===== config.mk =====
export PLATFORM = sky130hd
export DESIGN_NAME = fall_stack
export DESIGN_NICKNAME = d
export VERILOG_FILES = /design/src/rtl/fall_stack_pkg.sv /design/src/rtl/fall_stack_ripple.sv /design/src/rtl/fall_stack_cell.sv /design/src/rtl/fall_stack_status.sv /design/src/rtl/fall_stack.sv
export SDC_FILE = /design/constraint.sdc
export NUM_CORES = 1
export LEC_CHECK = 0
export ABC_AREA = 1
export BUFFER_PORTS_ARGS = -buffer_cell sky130_fd_sc_hd__buf_2
export CAP_MARGIN = 20
export CORE_ASPECT_RATIO = 0.6
export CORE_MARGIN = 2
export CORE_UTILIZATION = 58
export CTS_BUF_LIST = sky130_fd_sc_hd__clkbuf_2 sky130_fd_sc_hd__clkbuf_4 sky130_fd_sc_hd__clkbuf_8
export CTS_CLUSTER_SIZE = 16
export DETAILED_ROUTE_END_ITERATION = 7
export GPL_TIMING_DRIVEN = 0
export PLACE_DENSITY = 0.75
export SLEW_MARGIN = 40
export SYNTH_ARGS = -nofsm -noshare
export SYNTH_HDL_FRONTEND = slang
export SYNTH_SLANG_ARGS = --single-unit

===== constraint.sdc =====
create_clock -name clk -period 4.3 [get_ports clk]
set_input_delay 0.86 -clock clk [delete_from_list [all_inputs] [get_ports clk]]
set_output_delay 0.86 -clock clk [all_outputs]
set_load 0.03 [all_outputs]

===== src/rtl/fall_stack_pkg.sv =====
package fall_stack_pkg;
  localparam int unsigned WORD_W_DEF = 4;
  localparam int unsigned DEPTH_DEF  = 62;

  function automatic int unsigned occ_width(input int unsigned depth);
    return $clog2(depth + 1);
  endfunction
endpackage


===== src/rtl/fall_stack_ripple.sv =====
module fall_stack_ripple #(
  parameter int unsigned DEPTH = 62
) (
  input  logic [DEPTH-1:0] occ,
  input  logic             drain,
  output logic [DEPTH-1:0] hop
);
  // Bottom location leaves on a read; every other location leaves when the
  // slot below is empty or is itself leaving this cycle.
  always_comb begin
    hop = '0;
    hop[DEPTH-1] = occ[DEPTH-1] & drain;
    for (int i = int'(DEPTH) - 2; i >= 0; i--) begin
      hop[i] = occ[i] & (~occ[i+1] | hop[i+1]);
    end
  end
endmodule


===== src/rtl/fall_stack_cell.sv =====
module fall_stack_cell #(
  parameter int unsigned WORD_W = 4
) (
  input  logic              clk,
  input  logic              rst_n,
  input  logic              fill,
  input  logic [WORD_W-1:0] fill_word,
  input  logic              leave,
  output logic              occ_q,
  output logic [WORD_W-1:0] word_q
);
  always_ff @(posedge clk or negedge rst_n) begin
    if (!rst_n) begin
      occ_q <= 1'b0;
    end else if (fill) begin
      occ_q <= 1'b1;
    end else if (leave) begin
      occ_q <= 1'b0;
    end
  end

  // Data bits carry no reset.
  always_ff @(posedge clk) begin
    if (fill) begin
      word_q <= fill_word;
    end
  end

  // a stalled word neither moves nor changes
  a_r3_stall_holds: assert property (@(posedge clk) disable iff (!rst_n)
    (occ_q && !leave) |=> (occ_q && $stable(word_q)));
endmodule


===== src/rtl/fall_stack_status.sv =====
module fall_stack_status #(
  parameter int unsigned DEPTH = 62,
  parameter int unsigned CNT_W = 6
) (
  input  logic [DEPTH-1:0] occ,
  output logic             top_busy,
  output logic             none_busy,
  output logic [CNT_W-1:0] count
);
  always_comb begin
    top_busy  = occ[0];
    none_busy = ~|occ;
    count     = '0;
    for (int i = 0; i < int'(DEPTH); i++) begin
      count = count + CNT_W'(occ[i]);
    end
  end
endmodule


===== src/rtl/fall_stack.sv =====
module fall_stack
  import fall_stack_pkg::*;
#(
  parameter int unsigned WORD_W = WORD_W_DEF,
  parameter int unsigned DEPTH  = DEPTH_DEF
) (
  input  logic              clk,
  input  logic              rst_n,
  input  logic              in_valid,
  input  logic [WORD_W-1:0] in_data,
  output logic              in_ready,
  output logic              out_valid,
  output logic [WORD_W-1:0] out_data,
  input  logic              out_ready,
  output logic              full,
  output logic              empty
);
  localparam int unsigned CNT_W = occ_width(DEPTH);

  logic [DEPTH-1:0]  occ;
  logic [DEPTH-1:0]  hop;
  logic [WORD_W-1:0] word [DEPTH];
  logic              push;
  logic              pop;
  logic [CNT_W-1:0]  count;
  logic              top_busy;
  logic              none_busy;

  assign in_ready  = ~top_busy;
  assign push      = in_valid & in_ready;
  assign out_valid = occ[DEPTH-1];
  assign out_data  = word[DEPTH-1];
  assign pop       = out_valid & out_ready;
  assign full      = top_busy;
  assign empty     = none_busy;

  fall_stack_ripple #(.DEPTH(DEPTH)) u_ripple (
    .occ   (occ),
    .drain (out_ready),
    .hop   (hop)
  );

  generate
    for (genvar g = 0; g < int'(DEPTH); g++) begin : g_loc
      if (g == 0) begin : g_top
        fall_stack_cell #(.WORD_W(WORD_W)) u_cell (
          .clk       (clk),
          .rst_n     (rst_n),
          .fill      (push),
          .fill_word (in_data),
          .leave     (hop[g]),
          .occ_q     (occ[g]),
          .word_q    (word[g])
        );
      end else begin : g_low
        fall_stack_cell #(.WORD_W(WORD_W)) u_cell (
          .clk       (clk),
          .rst_n     (rst_n),
          .fill      (hop[g-1]),
          .fill_word (word[g-1]),
          .leave     (hop[g]),
          .occ_q     (occ[g]),
          .word_q    (word[g])
        );
      end
    end
  endgenerate

  fall_stack_status #(.DEPTH(DEPTH), .CNT_W(CNT_W)) u_status (
    .occ       (occ),
    .top_busy  (top_busy),
    .none_busy (none_busy),
    .count     (count)
  );

  // occupancy changes only by one accepted write and one read per edge
  a_r7_conserve: assert property (@(posedge clk) disable iff (!rst_n)
    int'(count) == int'($past(count)) + int'($past(push)) - int'($past(pop)));

  // a held-back output word stays put
  a_r5_backpressure: assert property (@(posedge clk) disable iff (!rst_n)
    (out_valid && !out_ready) |=> (out_valid && $stable(out_data)));

  // an accepted word leaves the stack non-empty
  a_r2_accept_fills: assert property (@(posedge clk) disable iff (!rst_n)
    push |=> !empty);

  // an empty stack shows neither a full top nor an output word
  a_r8_empty_flags: assert property (@(posedge clk) disable iff (!rst_n)
    empty |-> (!full && !out_valid));

  // a full stack refuses writes
  a_r1_no_overflow: assert property (@(posedge clk) disable iff (!rst_n)
    full |-> !in_ready);
endmodule


==> flow_summary_export.csv, run 1 <==
group,metric,value,unit
flow_run,drv_cap,0,
pwr,vdd_ir_drop_max,0.319,mV
placed_design,place_congestion,0.758,
yosys,seq_area_frac_synth,84.7,%
setup_path,worstSetupPathType,"primary input to flop",
grt,grt_pass1_vias,4919,
clock_network,cts-buffers-inserted,43,
setup_path,start_kind,"primary input",
routing,drc_errors,0,
placed_design,detailedPlace.worstSlack,-1.09,ns
setup_path,cp-end-kind,"flop",
grt,grt_max_degree,63,
floorplan,row_count,38,
hold_path,min_path_type,"primary input to asynchronous set/reset pin",
clock_network,clk_pin_slew_worst_paths,0.06,ns
setup_path,worst-path-max-fanout,4,
pwr,power_density,511,nW/µm²
yosys,synthesis.nets,631,
routing,num_vias,4877,
timing,fin_ws,-0.290,ns
run_status,failed_checks,"setup timing",
pwr,leakage,4.95,nW
grt,grtUsageMet3,4.46,%
timing,fin_crit,4.59,ns
timing,hold_viol_final,0,
yosys,yosys_warnings,0,
clock_network,clockBufferDepth,3,
layout,synthToLayoutAreaGrowth,14.9,%
floorplan,die_width,179,µm
setup_path,regToRegSetupSlack,-0.25,ns
grt,grt_usage,16.7,%
routing,wire_per_inst,15.7,µm
routing,antenna_left,0,
timing,worst_pin_slew,0.615,ns
placed_design,dpl.hpwl,9720,µm
run_status,status,"finished with violations",
layout,drive_above_1_share,22.8,%
layout,fill_cells,1134,
grt,grt-ovfl-total,0,
routing,wirelength,15500,µm
routing,avgViaCountPerCell,4.93,
timing,final-setup-viol-count,41,
clock_network,h-tree-depth,2,
yosys,yosys.area.top_type,"edfxtp_1",
clock_network,cts_tree,"yes",
setup_path,r2r-end,"g_loc[1].g_low.u_cell.word_q[3]",
grt,grt.busiest_layer,"met2",
clock_network,root_buffer,"clkbuf_8",
timing,relSlewSlack,59.0,%
setup_path,crit_required,4.57,ns
layout,diodes,0,
timing,finalMaxSlewViolations,0,
timing,fmax,0.218,GHz
floorplan,die_h,109,µm
routing,drt_iter0_markers,378,
timing,skew,0.0273,ns
yosys,synth_top_cells_by_area,"edfxtp_1 (70%), dfrtp_1 (15%), inv_1 (4.2%)",
yosys,synth_cell_type_count,18,
setup_path,reg2reg_depth,33,
floorplan,coreArea,18000,µm²
layout,nets,722,
routing,drt-pass1-iter-count,4,
floorplan,die-area,19400,µm²
yosys,synthCells,623,
clock_network,clock-sinks,310,
grt,grt_pass1_wl,24200,µm
setup_path,critPathMostFrequentCell,"nor2_4",
layout,fin_util,67.7,%
setup_path,worstReg2RegStart,"g_loc[61].g_low.u_cell.occ_q",
yosys,synth_top_area_share,70.1,%
grt,antenna_found_initial,0,
clock_network,clk_latency,0.53,ns
grt,grtUsageMet2,25.4,%
yosys,avgSynthCellArea,17.1,µm²
setup_path,slowest_delay,0.15,ns
clock_network,cts_hold_buf,0,
setup_path,cp.arrival,4.86,ns
yosys,synth_area,10600,µm²
setup_path,cp_slowest_cell,"nor2_4",
floorplan,io_pins,16,
timing,period_share,107,%
timing,rsz0062_at_grt,"yes",
yosys,synth.ff_latch_count,310,
grt,grtUsageMet1,24.0,%
placed_design,portBuffers,15,
floorplan,start_util,59.0,%
## power breakdown
part           total [mW]  switching, mW  internal [mW]
registers            3.71          0.124           3.59
logic               0.283          0.201         0.0821
clock network        2.24           1.03           1.21
## cells in the mapped netlist
| cell type | instances |
|---|---|
| dfrtp_1 | 62 |
| inv_1 | 119 |
| nor2_2 | 2 |
| o21ai_1 | 1 |
| edfxtp_1 | 248 |
| nand3_2 | 2 |
| nor2_1 | 30 |
| nand2_2 | 1 |
| nand4_4 | 13 |
| o21bai_1 | 1 |
| nand2_1 | 77 |
| nor2_4 | 14 |
| nand3_1 | 2 |
| o21ai_0 | 14 |
| nor4_1 | 15 |
| a21oi_1 | 16 |
| nor3_1 | 1 |
| nand4_1 | 5 |
## layer usage
metal	wire, µm	vias up
met1	7310	2420
met2	7100	105
met4	189	0
met5	0	-
met3	883	15
li1	-	2337
## how the worst max path moves through the flow
stage | slack (ns) | endpoint | depth (start not counted) | start
floorplan | -0.38 | g_loc[1].g_low.u_cell.word_q[0] | 34 | out_ready
global placement | -0.95 | g_loc[2].g_low.u_cell.word_q[1] | 35 | out_ready
detailed placement | -1.09 | g_loc[1].g_low.u_cell.word_q[1] | 35 | out_ready
CTS | -0.22 | g_loc[1].g_low.u_cell.word_q[3] | 35 | out_ready
global route | -0.61 | g_loc[1].g_low.u_cell.word_q[3] | 33 | g_loc[60].g_low.u_cell.occ_q
finish | -0.29 | g_loc[1].g_low.u_cell.word_q[3] | 35 | out_ready
## cell families after synthesis
kind of cell    Yosys count  synth area share (%)
simple gates            162                  9.55
buf+inv                 119                  4.20
compound gates           32                  1.53
flops                   310                  84.7
## area by class of cell
cell class | count | area (µm²) | area share [%]
multi-input combinational | 194 | 1240 | 10.1
sequential | 310 | 9000 | 73.8
inverter | 119 | 459 | 3.76
clock inverter | 10 | 57.6 | 0.472
clock buffer | 70 | 820 | 6.72
tap | 240 | 300 | 2.46
timing repair buffer | 46 | 328 | 2.69
## flip-flops by register name, summed over array words and instances, names as in the netlist
name	flops
g_loc.g_low.u_cell.occ_q	61
g_loc.g_low.u_cell.word_q	244
g_loc.g_top.u_cell.occ_q	1
g_loc.g_top.u_cell.word_q	4
## placed cells by master (no fill, tap or decap), types with 2 or more instances in the layout
cell          n
a21oi_1      15
buf_2        13
buf_4        30
buf_6         2
clkbuf_4     23
clkbuf_8     47
clkinv_1      3
clkinv_2      3
clkinvlp_4    3
dfrtp_1      61
edfxtp_1    248
inv_1       110
inv_2         8
nand2_1      76
nand2_2       2
nand3_1       2
nand3_4       2
nand4_1       5
nand4_4      13
nor2_1       27
nor2_4       18
nor4_1       15
o21ai_0      13
## through the flow
| stage | hold WS [ns] | std cells | TNS (ns) | power (mW) | cell area [µm²] |
|---|---|---|---|---|---|
| 3_5_place_dp | 0.405 | 878 | -48.30 | 4.01 | 11000 |
| 3_3_place_gp | 0.400 | 878 | -38.07 | 3.99 | 11000 |
| 4_1_cts | 0.406 | 978 | -4.21 | 6.29 | 12100 |
| 6_report | 0.308 | 989 | -6.55 | 6.24 | 12200 |
| 2_1_floorplan | 0.400 | 623 | -6.22 | 3.90 | 10600 |
| 5_1_grt | 0.343 | 989 | -20.88 | 6.50 | 12200 |
## repair_timing
| action | in CTS | in global routing |
|---|---|---|
| setup buffers | 20 | 11 |
| resized for setup | 11 | 11 |
| setup endpoints to repair | 42 | 58 |
| pin swaps | 0 | 2 |
## critical path, delay by kind of cell
kind,cells,cell delay (ns)
AO/OA/AOI/OAI,1,0.09
buffers and inverters,2,0.16
AND/OR/NAND/NOR,32,3.73
No activity file was read; power rests on OpenSTA's default activity.
==> run 2: changes to the inputs <==
- ABC_AREA: 1 -> default
- CORE_UTILIZATION: 58 -> 41
- PLACE_DENSITY: 0.75 -> 0.56
==> flow_summary_export.csv, run 2 <==
group,metric,value,unit
clock_network,cts-buffers-inserted,43,
yosys,synth_common_cells,"edfxtp_1 (248), dfrtp_1 (62), inv_1 (24)",
setup_path,critPathMostFrequentCell,"nor4_1",
yosys,synthAdderAreaFrac,0,%
routing,wirelength,17800,µm
floorplan,die_width,212,µm
hold_path,min_path_type,"primary input to asynchronous set/reset pin",
timing,skew,0.0248,ns
layout,fill_cells,2164,
run_status,status,"complete, no violations",
yosys,synthCells,576,
pwr,vdd_ir_drop_max,0.246,mV
timing,period_share,73.4,%
placed_design,dp.cells,943,
layout,fin_util,47.6,%
yosys,synth_area,10600,µm²
clock_network,cts_resized,0,
timing,hold_viol_final,0,
yosys,synthesis.nets,584,
pwr,power_density,497,nW/µm²
yosys,synthMuxAreaShare,0,%
clock_network,clk_latency,0.56,ns
setup_path,start_kind,"flop",
routing,drt-pass1-iter-count,4,
timing,final-setup-viol-count,0,
setup_path,slowest_delay,0.50,ns
routing,drc_errors,0,
yosys,yosys.area.top_type,"edfxtp_1",
clock_network,cts_tree,"yes",
layout,fin_area,12100,µm²
placed_design,place_congestion,0.794,
clock_network,clock-sinks,310,
setup_path,worst-path-max-fanout,7,
routing,antenna_left,0,
timing,fin_crit,3.16,ns
yosys,synthSimpleGateAreaFrac,7.35,%
yosys,synth_xor_area_share,0,%
clock_network,root_buffer,"clkbuf_8",
clock_network,clockBufferDepth,3,
layout,fin_cells,1022,
setup_path,crit_family,"simple AND/OR/NAND/NOR gates",
layout,largest_register_ffs,244,
floorplan,die_h,129,µm
timing,rsz0062_at_grt,"no",
timing,fmax,0.317,GHz
yosys,avgSynthCellArea,18.5,µm²
placed_design,dpl.hpwl,11700,µm
floorplan,row_count,45,
yosys,synth_cell_type_count,38,
yosys,synth_top_cells_by_area,"edfxtp_1 (70%), dfrtp_1 (15%), nor4_1 (1.2%)",
pwr,p_total,6.01,mW
yosys,yosys_warnings,0,
setup_path,crit_required,3.44,ns
layout,nets,644,
layout,seqCellArea,9000,µm²
grt,antenna_found_initial,0,
yosys,synth-compound-area-share,6.61,%
layout,multiInputGateArea,1490,µm²
setup_path,cp-end-kind,"output pin",
timing,tns,0,ns
flow_run,drv_cap,0,
grt,grt_max_degree,63,
setup_path,cp_slowest_cell,"nor4_1",
yosys,async_reset_ff_share,20.0,%
pwr,leakage,4.35,nW
setup_path,cp.arrival,2.30,ns
layout,regMostFlops,"g_loc.g_low.u_cell.word_q",
yosys,synth_most_common_cell,"edfxtp_1",
setup_path,critPathBufInv,1,
floorplan,die-area,27300,µm²
grt,grt-ovfl-total,0,
yosys,synth_top_family_by_area,"simple AND/OR/NAND/NOR gates",
floorplan,io_pins,16,
timing,finalMaxSlewViolations,0,
layout,layout_commonest_cell,"edfxtp_1",
grt,grt_pass1_wl,28100,µm
placed_design,post_dp_cell_area,11200,µm²
placed_design,portBuffers,15,
clock_network,h-tree-depth,2,
layout,top_regs,"g_loc.g_low.u_cell.word_q: 244 flops, g_loc.g_low.u_cell.occ_q: 61 flops, g_loc.g_top.u_cell.word_q: 4 flops",
grt,grt_pass1_vias,5091,
clock_network,clk_pin_slew_worst_paths,0.07,ns
layout,final_cell_mix,"edfxtp_1 (248), dfrtp_1 (62), clkbuf_8 (48)",
layout,drive_above_1_share,16.6,%
timing,worst_pin_slew,0.760,ns
yosys,synth_edf_count,248,
yosys,yosys_most_used_dff,"edfxtp_1",
floorplan,start_util,41.9,%
layout,synthToLayoutAreaGrowth,13.5,%
routing,wire_per_inst,17.4,µm
yosys,synth.ff_latch_count,310,
layout,diodes,0,
routing,avgViaCountPerCell,5.04,
grt,grt_usage,13.8,%
yosys,synth_top_area_share,70.0,%
setup_path,cp_cell_sequence,"nor4_1 -> nand4_1 -> nor4_1 -> buf_2",
floorplan,coreArea,25400,µm²
clock_network,cts_hold_buf,0,
routing,num_vias,5153,
yosys,seq_area_frac_synth,84.5,%
timing,relSlewSlack,48.9,%
clock_network,post-cts-setup-buffer-count,0,
routing,drt_iter0_markers,357,
setup_path,worstSetupPathType,"flop to output pin",
## run 2: cell types whose count changed after synthesis, moves of 14 or more
cell	change
a21oi_1	-14
a31oi_1	+14
inv_1	-95
nand2_1	-55
nor2_1	-23
nor2_4	-14
## run 2: layout make-up
class | count | area share (%)
tap | 352 | 3.65
inverter | 24 | 0.746
clock buffer | 60 | 6.21
sequential | 310 | 74.5
timing repair buffer | 15 | 0.673
clock inverter | 19 | 1.38
multi-input combinational | 226 | 12.3
buffer | 16 | 0.580
## run 2: power breakdown
part | switching, mW | internal, mW | total [mW]
combinational | 0.111 | 0.0491 | 0.160
clock | 1.06 | 1.31 | 2.38
sequential | 0.0745 | 3.40 | 3.47
## run 2: cell families (layout without fill, tap and decap cells)
logic type	count (synthesis)	after routing
flops	310	310
simple gates	132	132
compound gates	94	94
buf+inv	40	134
## run 2: worst reg2reg max path, stage by stage (launching register included)
cell and delay, ns:
dfrtp_1 0.46, and4b_1 0.22, clkbuf_1 0.24, nand4_1 0.26
nor4_2 0.72, buf_2 0.35, a21boi_0 0.28
## run 2: worst paths after layout
check / startpoint / endpoint / slack, ns / cells after the start
hold / removal: rst_n / g_loc[15].g_low.u_cell.occ_q / 0.28 / 1
min in group clk: g_loc[38].g_low.u_cell.word_q[3] / g_loc[39].g_low.u_cell.word_q[3] / 0.41 / 0
setup / recovery: g_loc[58].g_low.u_cell.occ_q / empty / 1.14 / 4
setup reg to reg: g_loc[61].g_low.u_cell.occ_q / g_loc[16].g_low.u_cell.word_q[0] / 1.41 / 6
max in group asynchronous: rst_n / g_loc[32].g_low.u_cell.occ_q / 3.60 / 1
hold reg to reg: g_loc[38].g_low.u_cell.word_q[3] / g_loc[39].g_low.u_cell.word_q[3] / 0.41 / 0
## run 2: metrics by stage
stage | hold WS [ns] | worst slack [ns]
floorplan | 0.400 | 1.53
global placement | 0.403 | 0.935
detailed placement | 0.405 | 0.845
CTS | 0.379 | 1.02
global route | 0.297 | 1.02
finish | 0.282 | 1.14
## run 2: metal layers
metal	share of wire, %	up-vias	track usage, %
li1	-	2378	-
met1	52	2602	21.6
met2	39	147	18.2
met3	6.7	26	4.15
met4	1.5	0	4.27
met5	0	-	0
==> run 3: changes to the inputs <==
- PLACE_DENSITY: 0.56 -> 0.54
- clock period: 4.3 -> 3.2 ns (I/O delays scaled with it)
==> flow_summary_export.csv, run 3 (synthesized netlist as in run 2, its figures left out) <==
group,metric,value,unit
run_status,status,"complete, no violations",
routing,wire_per_inst,17.6,µm
setup_path,start_kind,"flop",
routing,drc_errors,0,
timing,period_share,90.5,%
placed_design,detailedPlace.worstSlack,0.0399,ns
clock_network,clk_pin_slew_worst_paths,0.06,ns
floorplan,io_pins,16,
clock_network,post-cts-setup-buffer-count,0,
grt,grt_pass1_wl,28400,µm
timing,finalMaxSlewViolations,0,
floorplan,row_count,45,
grt,grt-ovfl-total,0,
pwr,pwr-share-clk,40.2,%
pwr,seq_power_share,57.1,%
layout,diodes,0,
layout,drive_above_1_share,17.1,%
timing,fmax,0.345,GHz
clock_network,clockBufferDepth,3,
setup_path,worstSetupPathType,"flop to output pin",
grt,grt_max_degree,35,
routing,drt-pass1-iter-count,4,
clock_network,root_buffer,"clkbuf_8",
floorplan,start_util,41.9,%
placed_design,place_congestion,0.744,
clock_network,cts_hold_buf,0,
clock_network,cts-buffers-inserted,44,
flow_run,drv_cap,0,
placed_design,portBuffers,15,
timing,fin_ws,0.303,ns
layout,synthToLayoutAreaGrowth,13.9,%
timing,whs,0.0276,ns
pwr,leakage,4.38,nW
setup_path,crit_required,2.56,ns
clock_network,cts_tree,"yes",
routing,avgViaCountPerCell,5.07,
placed_design,dpl.hpwl,11900,µm
grt,grt_pass1_vias,5172,
layout,final_cell_mix,"edfxtp_1 (248), dfrtp_1 (62), clkbuf_8 (48)",
timing,rsz0062_at_grt,"no",
layout,fin_area,12100,µm²
floorplan,die_h,129,µm
clock_network,cts_resized,0,
pwr,switching_share,20.7,%
timing,tns,0,ns
timing,worst_pin_slew,0.834,ns
grt,grt_usage,13.7,%
floorplan,die_width,212,µm
floorplan,coreArea,25400,µm²
routing,drt_iter0_markers,353,
timing,skew,0.0197,ns
hold_path,min_path_type,"primary input to asynchronous set/reset pin",
floorplan,die-area,27300,µm²
layout,layout_commonest_cell,"edfxtp_1",
timing,hold_viol_final,0,
layout,regMostFlops,"g_loc.g_low.u_cell.word_q",
pwr,internal_power,6.48,mW
routing,antenna_left,0,
layout,nets,646,
clock_network,h-tree-depth,2,
pwr,p_switching,1.69,mW
routing,wirelength,18000,µm
pwr,power_density,674,nW/µm²
layout,largest_register_ffs,244,
layout,fin_util,47.8,%
pwr,vdd_ir_drop_max,0.372,mV
placed_design,post_dp_cell_area,11200,µm²
timing,fin_crit,2.90,ns
timing,final-setup-viol-count,0,
clock_network,clk_latency,0.54,ns
pwr,combPwrFrac,2.7,%
clock_network,clock-sinks,310,
timing,relSlewSlack,43.9,%
grt,antenna_found_initial,0,
routing,num_vias,5189,
setup_path,cp-end-kind,"output pin",
setup_path,worst-path-max-fanout,5,
layout,top_regs,"g_loc.g_low.u_cell.word_q: 244 flops, g_loc.g_low.u_cell.occ_q: 61 flops, g_loc.g_top.u_cell.word_q: 4 flops",
setup_path,cp.arrival,2.26,ns
## run 3: critical path: stages (launching register included)
cell and delay [ns]:
dfrtp_1 0.44, nor4_1 0.50, nand4_1 0.14, nor4_1 0.38, buf_2 0.27
## run 3: layout make-up
type                            count  area, µm²
Multi-Input combinational cell    226       1490
Clock inverter                     21        200
Fill cell                        2144      13300
Clock buffer                       59        743
Inverter                           24       90.1
Tap cell                          352        440
Buffer                             16       70.1
Sequential cell                   310       9000
Timing Repair Buffer               16       97.6
## run 3: power groups by stage
stage | combinational [mW] | sequential, mW | clock (mW)
CTS | 0.224 | 4.67 | 3.38
global placement | 0.209 | 4.74 | 0
floorplan | 0.138 | 4.71 | 0
finish | 0.221 | 4.67 | 3.28
global route | 0.249 | 4.68 | 3.57
detailed placement | 0.223 | 4.75 | 0
## run 3: worst paths after layout
| path | depth (start not counted) | start | slack (ns) | to |
|---|---|---|---|---|
| worst max-delay path | 4 | g_loc[9].g_low.u_cell.occ_q | 0.30 | empty |
| worst min-delay path | 1 | rst_n | 0.03 | g_loc[33].g_low.u_cell.occ_q |
| worst max register to register | 7 | g_loc[50].g_low.u_cell.occ_q | 0.40 | g_loc[10].g_low.u_cell.word_q[1] |
| worst min register to register | 0 | g_loc[27].g_low.u_cell.word_q[3] | 0.41 | g_loc[28].g_low.u_cell.word_q[3] |
| max in group asynchronous | 2 | rst_n | 2.64 | g_loc[59].g_low.u_cell.occ_q |
| min in group clk | 1 | in_data[2] | 0.28 | g_loc[0].g_top.u_cell.word_q[2] |
## run 3: per-stage QoR
step           power [mW]  std cells
2_1_floorplan        4.85        576
3_3_place_gp         4.95        943
3_5_place_dp         4.97        944
4_1_cts              8.27       1024
5_1_grt              8.50       1024
6_report             8.17       1024
## run 3: per-layer routing
| metal | share of wire, % | wire length (µm) | global-route usage (%) |
|---|---|---|---|
| met5 | 0 | 0 | 0 |
| met4 | 1.6 | 291 | 4.02 |
| met3 | 5.3 | 949 | 3.95 |
| met2 | 39 | 6960 | 17.7 |
| met1 | 54 | 9770 | 22.1 |
